`src/rtl/wk_pkg.sv`:
```
package wk_pkg;

    localparam int BUS_AW   = 8;
    localparam int IDX_BITS = 7;
    localparam int CMD_W    = 5;

    localparam logic [BUS_AW-1:0] ADDR_ACK  = 8'h80;
    localparam logic [BUS_AW-1:0] ADDR_PEND = 8'h84;
    localparam logic [BUS_AW-1:0] ADDR_VSEN = 8'h88;
    localparam logic [BUS_AW-1:0] ADDR_VCPU = 8'h8C;
    localparam logic [BUS_AW-1:0] ADDR_VRAD = 8'h90;
    localparam logic [BUS_AW-1:0] ADDR_SET  = 8'h94;

    typedef enum logic [1:0] {
        TGT_OFF    = 2'd0,
        TGT_CPU    = 2'd1,
        TGT_RADIO  = 2'd2,
        TGT_SENSOR = 2'd3
    } tgt_e;

    typedef enum logic {
        ENT_IDLE = 1'b0,
        ENT_PEND = 1'b1
    } ent_state_e;

    // packed MSB first: target[14:13] com[12] per[11] tmr[10] xtal[9] idx[8:2] bank[1:0]
    typedef struct packed {
        tgt_e                target;
        logic                en_com;
        logic                en_per;
        logic                en_tmr;
        logic                en_xtal;
        logic [IDX_BITS-1:0] idx;
        logic [1:0]          bank;
    } ent_cfg_t;

    localparam int CFG_W = $bits(ent_cfg_t);

endpackage

```
`src/rtl/wk_cfg_bank.sv`:
```
module wk_cfg_bank
    import wk_pkg::*;
#(
    parameter int N_ENTRY = 16
) (
    input  logic                      clk,
    input  logic                      rst_n,
    input  logic                      bus_we,
    input  logic [BUS_AW-1:0]         bus_addr,
    input  logic [31:0]               bus_wdata,
    output ent_cfg_t [N_ENTRY-1:0]    cfg,
    output logic [N_ENTRY-1:0]        sw_set,
    output logic [N_ENTRY-1:0]        sw_clr
);

    localparam int WORD_W = BUS_AW - 2;

    logic [WORD_W-1:0] word;
    logic [CMD_W-1:0]  cmd_idx;
    logic              cmd_ok;
    logic              hit_set;
    logic              hit_ack;

    assign word    = bus_addr[BUS_AW-1:2];
    assign cmd_idx = bus_wdata[CMD_W-1:0];
    assign cmd_ok  = cmd_idx < CMD_W'(N_ENTRY);
    assign hit_set = bus_we && (bus_addr == ADDR_SET) && cmd_ok;
    assign hit_ack = bus_we && (bus_addr == ADDR_ACK) && cmd_ok;

    for (genvar e = 0; e < N_ENTRY; e++) begin : g_ent
        always_ff @(posedge clk or negedge rst_n) begin
            if (!rst_n) begin
                cfg[e] <= '0;
            end else if (bus_we && (word == WORD_W'(e))) begin
                cfg[e] <= ent_cfg_t'(bus_wdata[CFG_W-1:0]);
            end
        end

        assign sw_set[e] = hit_set && (cmd_idx == CMD_W'(e));
        assign sw_clr[e] = hit_ack && (cmd_idx == CMD_W'(e));
    end

endmodule

```
`src/rtl/wk_trig_match.sv`:
```
module wk_trig_match
    import wk_pkg::*;
#(
    parameter int GPIO_W   = 32,
    parameter int PERIPH_W = 15
) (
    input  logic                clk,
    input  logic                rst_n,
    input  logic [1:0]          bank,
    input  logic [IDX_BITS-1:0] idx,
    input  logic                armed,
    input  logic [GPIO_W-1:0]   gpio_a,
    input  logic [GPIO_W-1:0]   gpio_b,
    input  logic [PERIPH_W-1:0] periph_irq,
    output logic                hw_rise
);

    localparam int GSPAN = 1 << IDX_BITS;
    localparam int PSPAN = 16;

    logic [GSPAN-1:0] ga_x;
    logic [GSPAN-1:0] gb_x;
    logic [PSPAN-1:0] px;
    logic             sel;
    logic             sel_q;

    // zero extension gives out-of-range indices a constant low source
    assign ga_x = GSPAN'(gpio_a);
    assign gb_x = GSPAN'(gpio_b);
    assign px   = PSPAN'(periph_irq);

    always_comb begin
        unique case (bank)
            2'd0:    sel = ga_x[idx];
            2'd1:    sel = gb_x[idx];
            default: sel = px[idx[3:0]];
        endcase
    end

    always_ff @(posedge clk or negedge rst_n) begin
        if (!rst_n) begin
            sel_q <= 1'b0;
        end else begin
            sel_q <= sel;
        end
    end

    assign hw_rise = armed && sel && !sel_q;

endmodule

```
`src/rtl/wk_pend_fsm.sv`:
```
module wk_pend_fsm
    import wk_pkg::*;
(
    input  logic clk,
    input  logic rst_n,
    input  logic hw_set,
    input  logic sw_set,
    input  logic sw_clr,
    output logic pend
);

    ent_state_e state_q;
    ent_state_e state_d;
    logic       arm;

    assign arm = hw_set || sw_set;

    always_ff @(posedge clk or negedge rst_n) begin
        if (!rst_n) begin
            state_q <= ENT_IDLE;
        end else begin
            state_q <= state_d;
        end
    end

    always_comb begin
        state_d = state_q;
        unique case (state_q)
            ENT_IDLE: if (arm) state_d = ENT_PEND;
            ENT_PEND: if (sw_clr && !arm) state_d = ENT_IDLE;
            default:  state_d = ENT_IDLE;
        endcase
    end

    always_comb begin
        unique case (state_q)
            ENT_PEND: pend = 1'b1;
            default:  pend = 1'b0;
        endcase
    end

endmodule

```
`src/rtl/wk_out_merge.sv`:
```
module wk_out_merge
    import wk_pkg::*;
#(
    parameter int N_ENTRY = 16
) (
    input  ent_cfg_t [N_ENTRY-1:0] cfg,
    input  logic [N_ENTRY-1:0]     pend,
    output logic [N_ENTRY-1:0]     view_cpu,
    output logic [N_ENTRY-1:0]     view_radio,
    output logic [N_ENTRY-1:0]     view_sensor,
    output logic                   wake_cpu,
    output logic                   wake_radio,
    output logic                   wake_sensor,
    output logic                   req_xtal,
    output logic                   req_tmr,
    output logic                   req_per,
    output logic                   req_com
);

    logic [N_ENTRY-1:0] v_xtal;
    logic [N_ENTRY-1:0] v_tmr;
    logic [N_ENTRY-1:0] v_per;
    logic [N_ENTRY-1:0] v_com;

    for (genvar e = 0; e < N_ENTRY; e++) begin : g_ent
        assign view_cpu[e]    = pend[e] && (cfg[e].target == TGT_CPU);
        assign view_radio[e]  = pend[e] && (cfg[e].target == TGT_RADIO);
        assign view_sensor[e] = pend[e] && (cfg[e].target == TGT_SENSOR);
        assign v_xtal[e]      = pend[e] && cfg[e].en_xtal;
        assign v_tmr[e]       = pend[e] && cfg[e].en_tmr;
        assign v_per[e]       = pend[e] && cfg[e].en_per;
        assign v_com[e]       = pend[e] && (cfg[e].en_com || (cfg[e].target == TGT_SENSOR));
    end

    assign wake_cpu    = |view_cpu;
    assign wake_radio  = |view_radio;
    assign wake_sensor = |view_sensor;
    assign req_xtal    = |v_xtal;
    assign req_tmr     = |v_tmr;
    assign req_per     = |v_per;
    assign req_com     = |v_com;

endmodule

```
`src/rtl/wk_lookup_ctrl.sv`:
```
module wk_lookup_ctrl
    import wk_pkg::*;
#(
    parameter int N_ENTRY  = 16,
    parameter int GPIO_W   = 32,
    parameter int PERIPH_W = 15
) (
    input  logic                clk,
    input  logic                rst_n,
    input  logic                bus_we,
    input  logic [7:0]          bus_addr,
    input  logic [31:0]         bus_wdata,
    output logic [31:0]         bus_rdata,
    input  logic [GPIO_W-1:0]   gpio_a,
    input  logic [GPIO_W-1:0]   gpio_b,
    input  logic [PERIPH_W-1:0] periph_irq,
    output logic                wake_cpu,
    output logic                wake_radio,
    output logic                wake_sensor,
    output logic                req_xtal,
    output logic                req_tmr,
    output logic                req_per,
    output logic                req_com
);

    localparam int ENT_W = (N_ENTRY > 1) ? $clog2(N_ENTRY) : 1;
    localparam int WORD_W = BUS_AW - 2;

    ent_cfg_t [N_ENTRY-1:0] cfg;
    logic [N_ENTRY-1:0]     sw_set;
    logic [N_ENTRY-1:0]     sw_clr;
    logic [N_ENTRY-1:0]     hw_rise;
    logic [N_ENTRY-1:0]     pend_q;
    logic [N_ENTRY-1:0]     view_cpu;
    logic [N_ENTRY-1:0]     view_radio;
    logic [N_ENTRY-1:0]     view_sensor;

    wk_cfg_bank #(.N_ENTRY(N_ENTRY)) u_cfg (
        .clk       (clk),
        .rst_n     (rst_n),
        .bus_we    (bus_we),
        .bus_addr  (bus_addr),
        .bus_wdata (bus_wdata),
        .cfg       (cfg),
        .sw_set    (sw_set),
        .sw_clr    (sw_clr)
    );

    for (genvar e = 0; e < N_ENTRY; e++) begin : g_ent
        wk_trig_match #(.GPIO_W(GPIO_W), .PERIPH_W(PERIPH_W)) u_trig (
            .clk        (clk),
            .rst_n      (rst_n),
            .bank       (cfg[e].bank),
            .idx        (cfg[e].idx),
            .armed      (cfg[e].target != TGT_OFF),
            .gpio_a     (gpio_a),
            .gpio_b     (gpio_b),
            .periph_irq (periph_irq),
            .hw_rise    (hw_rise[e])
        );

        wk_pend_fsm u_pend (
            .clk    (clk),
            .rst_n  (rst_n),
            .hw_set (hw_rise[e]),
            .sw_set (sw_set[e]),
            .sw_clr (sw_clr[e]),
            .pend   (pend_q[e])
        );
    end

    wk_out_merge #(.N_ENTRY(N_ENTRY)) u_merge (
        .cfg         (cfg),
        .pend        (pend_q),
        .view_cpu    (view_cpu),
        .view_radio  (view_radio),
        .view_sensor (view_sensor),
        .wake_cpu    (wake_cpu),
        .wake_radio  (wake_radio),
        .wake_sensor (wake_sensor),
        .req_xtal    (req_xtal),
        .req_tmr     (req_tmr),
        .req_per     (req_per),
        .req_com     (req_com)
    );

    always_comb begin
        bus_rdata = '0;
        if (bus_addr[BUS_AW-1:2] < WORD_W'(N_ENTRY)) begin
            bus_rdata = {{(32-CFG_W){1'b0}}, cfg[bus_addr[ENT_W+1:2]]};
        end else begin
            case (bus_addr)
                ADDR_PEND: bus_rdata = 32'(pend_q);
                ADDR_VSEN: bus_rdata = 32'(view_sensor);
                ADDR_VCPU: bus_rdata = 32'(view_cpu);
                ADDR_VRAD: bus_rdata = 32'(view_radio);
                default:   bus_rdata = '0;
            endcase
        end
    end

endmodule

```
`config.mk`:
```
export PLATFORM = sky130hd
export DESIGN_NAME = wk_lookup_ctrl
export DESIGN_NICKNAME = d
export VERILOG_FILES = /design/src/rtl/wk_pkg.sv /design/src/rtl/wk_cfg_bank.sv /design/src/rtl/wk_trig_match.sv /design/src/rtl/wk_pend_fsm.sv /design/src/rtl/wk_out_merge.sv /design/src/rtl/wk_lookup_ctrl.sv
export SDC_FILE = /design/constraint.sdc
export NUM_CORES = 1
export LEC_CHECK = 0
export ABC_CLOCK_PERIOD_IN_PS = 6450
export CAP_MARGIN = 20
export CORE_AREA = 5 5 258 285
export CTS_CLUSTER_DIAMETER = 80
export CTS_CLUSTER_SIZE = 40
export DETAILED_ROUTE_END_ITERATION = 8
export DIE_AREA = 0 0 263 290
export PLACE_DENSITY = 0.67
export SYNTH_ARGS = -nofsm -noshare
export SYNTH_HDL_FRONTEND = slang
export SYNTH_HIERARCHICAL = 1
export SYNTH_SLANG_ARGS = --single-unit
export TNS_END_PERCENT = 10
```
`constraint.sdc`:
```
create_clock -name clk -period 6.45 [get_ports clk]
set_clock_uncertainty 0.15 [all_clocks]
set_input_delay 1.29 -clock clk [delete_from_list [all_inputs] [get_ports clk]]
set_output_delay 1.29 -clock clk [all_outputs]
set_load 0.03 [all_outputs]
```
==> summary.md <==
| Metric | Value |
|---|---|
| Hpwl dp | 74200 µm |
| Post-cts resize count | 0 |
| Chip height | 290 µm |
| Rows | 102 |
| WL final | 109400 µm |
| Final Util | 42.49% |
| DR DRC count | 0 |
| Slew @ Worst Pin | 1.300 ns |
| I/O pin cnt | 161 |
| Antenna-violating nets left | 0 |
| Clock root buffer master | clkbuf_16 |
| Outcome | complete, no violations |
| Hold Vio Cnt, Final | 0 |
| Element type at the critical path end | output pin |
| Part of the cycle the worst path needs | 88.12% |
| Final Max Slew Viols | 0 |
| HP Class | flop to flop |
| Hold_buf cts | 0 |
| Post-synth top cells | 306 x mux2_2, 272 x dfrtp_1, 152 x nor2b_1 |
| Clock sink total | 272 |
| Layout fillers | 6476 |
| Routability Congestion | 1.024 |
| Cell count after synthesis | 2386 |
| Total setup buffers inserted after CTS | 0 |
| Max Fclk | 0.1759 GHz |
| Slew HR | 13.09% |
| GRT Util Overall | 27.04% |
| DP Cell Count | 3292 |
| Pwr dens | 226.8 mW/mm² |
| RSZ-0062 raised after global routing | no |
| Synth Register Bits | 272 |
| Post-synth top area share | 24.46% |
| Clock H-tree levels | 1 |
| Initial antenna violation count | 10 |
| DR WL/cell | 32.68 µm |
| Die Wd | 263 µm |
| Final setup fails | 0 |
| Yosys top cell by area | dfrtp_1 |
| Largest net degree at the start of global routing | 141 |
| Async S/R FF share, synth | 100.0% |
| Total Negative Setup Slacks | 0 ns |
| Bufs on Longest Clock Path | 3 |
| First-pass GRT wire length | 158300 µm |
| Die area | 0.07627 mm² |
| Area delta synth->final | 6.983% |
| Synth Cell Area | 0.02783 mm² |
| Multi-input logic area | 0.01891 mm² |
| Initial drt markers | 4037 |
| Final net count | 2510 |
| Ys flop type | dfrtp_1 |
| Most frequent cell after synthesis | mux2_2 |
| Vias in the first global route | 23280 |
| Total gr overflow | 0 |
| Core area | 0.07006 mm² |
| Maximum VDD drop | 0.0001975 V |
| Placed inst area | 0.02868 mm² |
| Req. time, crit path | 5.01 ns |
| Via Count | 24110 |
| Port bufs | 127 |
| Synth Warn # | 6 |
| Critical path class | primary input to output pin |
| Post-route cell area | 0.02977 mm² |
| Register area | 0.006807 mm² |
| Setup crit start kind | primary input |
| Leakage | 11.41 nW |
| Initial Util | 39.71% |
| Vias per cell | 7.202 |
| Yosys cell types | 65 |
| Max cap viols | 0 |
| Worst-Skew Late Latency | 0.59 ns |
| Main area contributors after synthesis | dfrtp_1 24%, mux2_2 12%, mux4_2 11% |
| Num CTS Buffers | 22 |
| Worst-path clk slew | 0.10 ns |
| CTS tree | built |
| Synth Area per Inst | 11.66 µm² |
| Crit Path Max Fanout | 15 |
| Pre-Repair DR Iteration Count | 6 |
| Share of layout cells above drive strength 1 | 28.49% |
| Post-Layout Cell Count | 3348 |
| Clock period minus worst slack | 5.683 ns |
| Arrival @ worst endpoint | 4.24 ns |
| Power, Total | 6.750 mW |
| Number of synthesized flops with an enable pin | 0 |
| Register area share after synthesis | 24.46% |
==> worst max-delay path, stage by stage <==
cell and delay (ns):
clkdlybuf4s50_1 0.45, buf_4 0.20, or3b_1 0.65, a221oi_1 0.29
o21ai_0 0.28, o211ai_1 0.30, clkdlybuf4s50_1 0.76
==> metal layers <==
metal | track usage (%) | wire, µm | vias up
met5 | 0 | 138 | -
met4 | 12.51 | 6581 | 12
met3 | 11.98 | 17090 | 486
met2 | 39.74 | 46440 | 2046
met1 | 34.31 | 39140 | 11930
li1 | - | - | 9637
==> registers in the layout (all words and copies together), names as in the netlist <==
name,flops
g_ent.u_pend/state_q,16
g_ent.u_trig/sel_q,16
u_cfg/cfg,240
==> area by class of cell <==
| class | instances | share of cell area [%] |
|---|---|---|
| antenna | 8 | 0.06725 |
| clock buffer | 22 | 1.849 |
| clock inverter | 18 | 1.080 |
| inverter | 48 | 0.6052 |
| multi-input combinational | 1866 | 63.51 |
| sequential | 272 | 22.86 |
| tap | 936 | 3.934 |
| timing repair buffer | 178 | 6.086 |
==> final timing paths <==
check / start / end / slack [ns] / depth (start not counted)
min in group asynchronous: rst_n / u_cfg/cfg[119]$_DFFE_PN0P_ / 0.46 / 1
max reg2reg: u_cfg/cfg[47]$_DFFE_PN0P_ / g_ent[3].u_pend/state_q$_DFF_PN0_ / 2.90 / 7
max: bus_addr[5] / bus_rdata[5] / 0.77 / 7
min: u_cfg/cfg[82]$_DFFE_PN0P_ / u_cfg/cfg[82]$_DFFE_PN0P_ / 0.39 / 1
min reg2reg: u_cfg/cfg[82]$_DFFE_PN0P_ / u_cfg/cfg[82]$_DFFE_PN0P_ / 0.39 / 1
max in group asynchronous: rst_n / g_ent[15].u_trig/sel_q$_DFF_PN0_ / 4.50 / 2
==> cell usage in the layout, fill, tap and decap left out, types with 17 or more instances in the layout <==
cell type / Yosys / layout
mux2_2: 306 / 306
dfrtp_1: 272 / 272
nor2b_1: 152 / 151
mux4_2: 142 / 142
nor2_1: 134 / 134
clkdlybuf4s50_1: 0 / 123
mux2i_1: 121 / 121
mux4_1: 105 / 105
nand2_1: 87 / 87
nor3_1: 81 / 81
o22ai_1: 70 / 70
a211oi_1: 54 / 54
nand2b_1: 50 / 50
inv_1: 48 / 48
nand3b_1: 48 / 48
buf_4: 24 / 43
o211ai_1: 41 / 41
mux2_4: 40 / 40
a2111oi_0: 38 / 38
nand3_1: 37 / 37
o41ai_1: 32 / 32
a221oi_1: 31 / 31
nor4_1: 26 / 26
clkbuf_16: 0 / 22
a22oi_1: 17 / 17
==> kinds of logic (layout without fill, tap and decap cells) <==
| logic type | after synthesis | in the layout | share of synthesized area (%) |
|---|---|---|---|
| AOI/OAI and AO/OA | 426 | 426 | 12.98 |
| other | 1 | 24 | 0.01348 |
| and+or+nand+nor | 710 | 710 | 14.42 |
| muxes | 714 | 714 | 40.30 |
| DFF | 272 | 272 | 24.46 |
| buffers and inverters | 263 | 266 | 7.824 |
==> stage by stage <==
step                setup slack, ns  hold WS [ns]
finish                       0.7665        0.3919
global route                 0.6741        0.4164
CTS                          0.8082        0.3936
detailed placement           0.8198        0.3712
global placement             0.8320        0.3632
floorplan                     2.258        0.3437
==> power breakdown <==
group | internal (mW) | switching [mW]
Combinational | 1.32 | 1.46
Sequential | 1.94 | 0.448
Clock | 0.722 | 0.863
Total | 3.98 | 2.77
No activity file was read; power rests on OpenSTA's default activity.
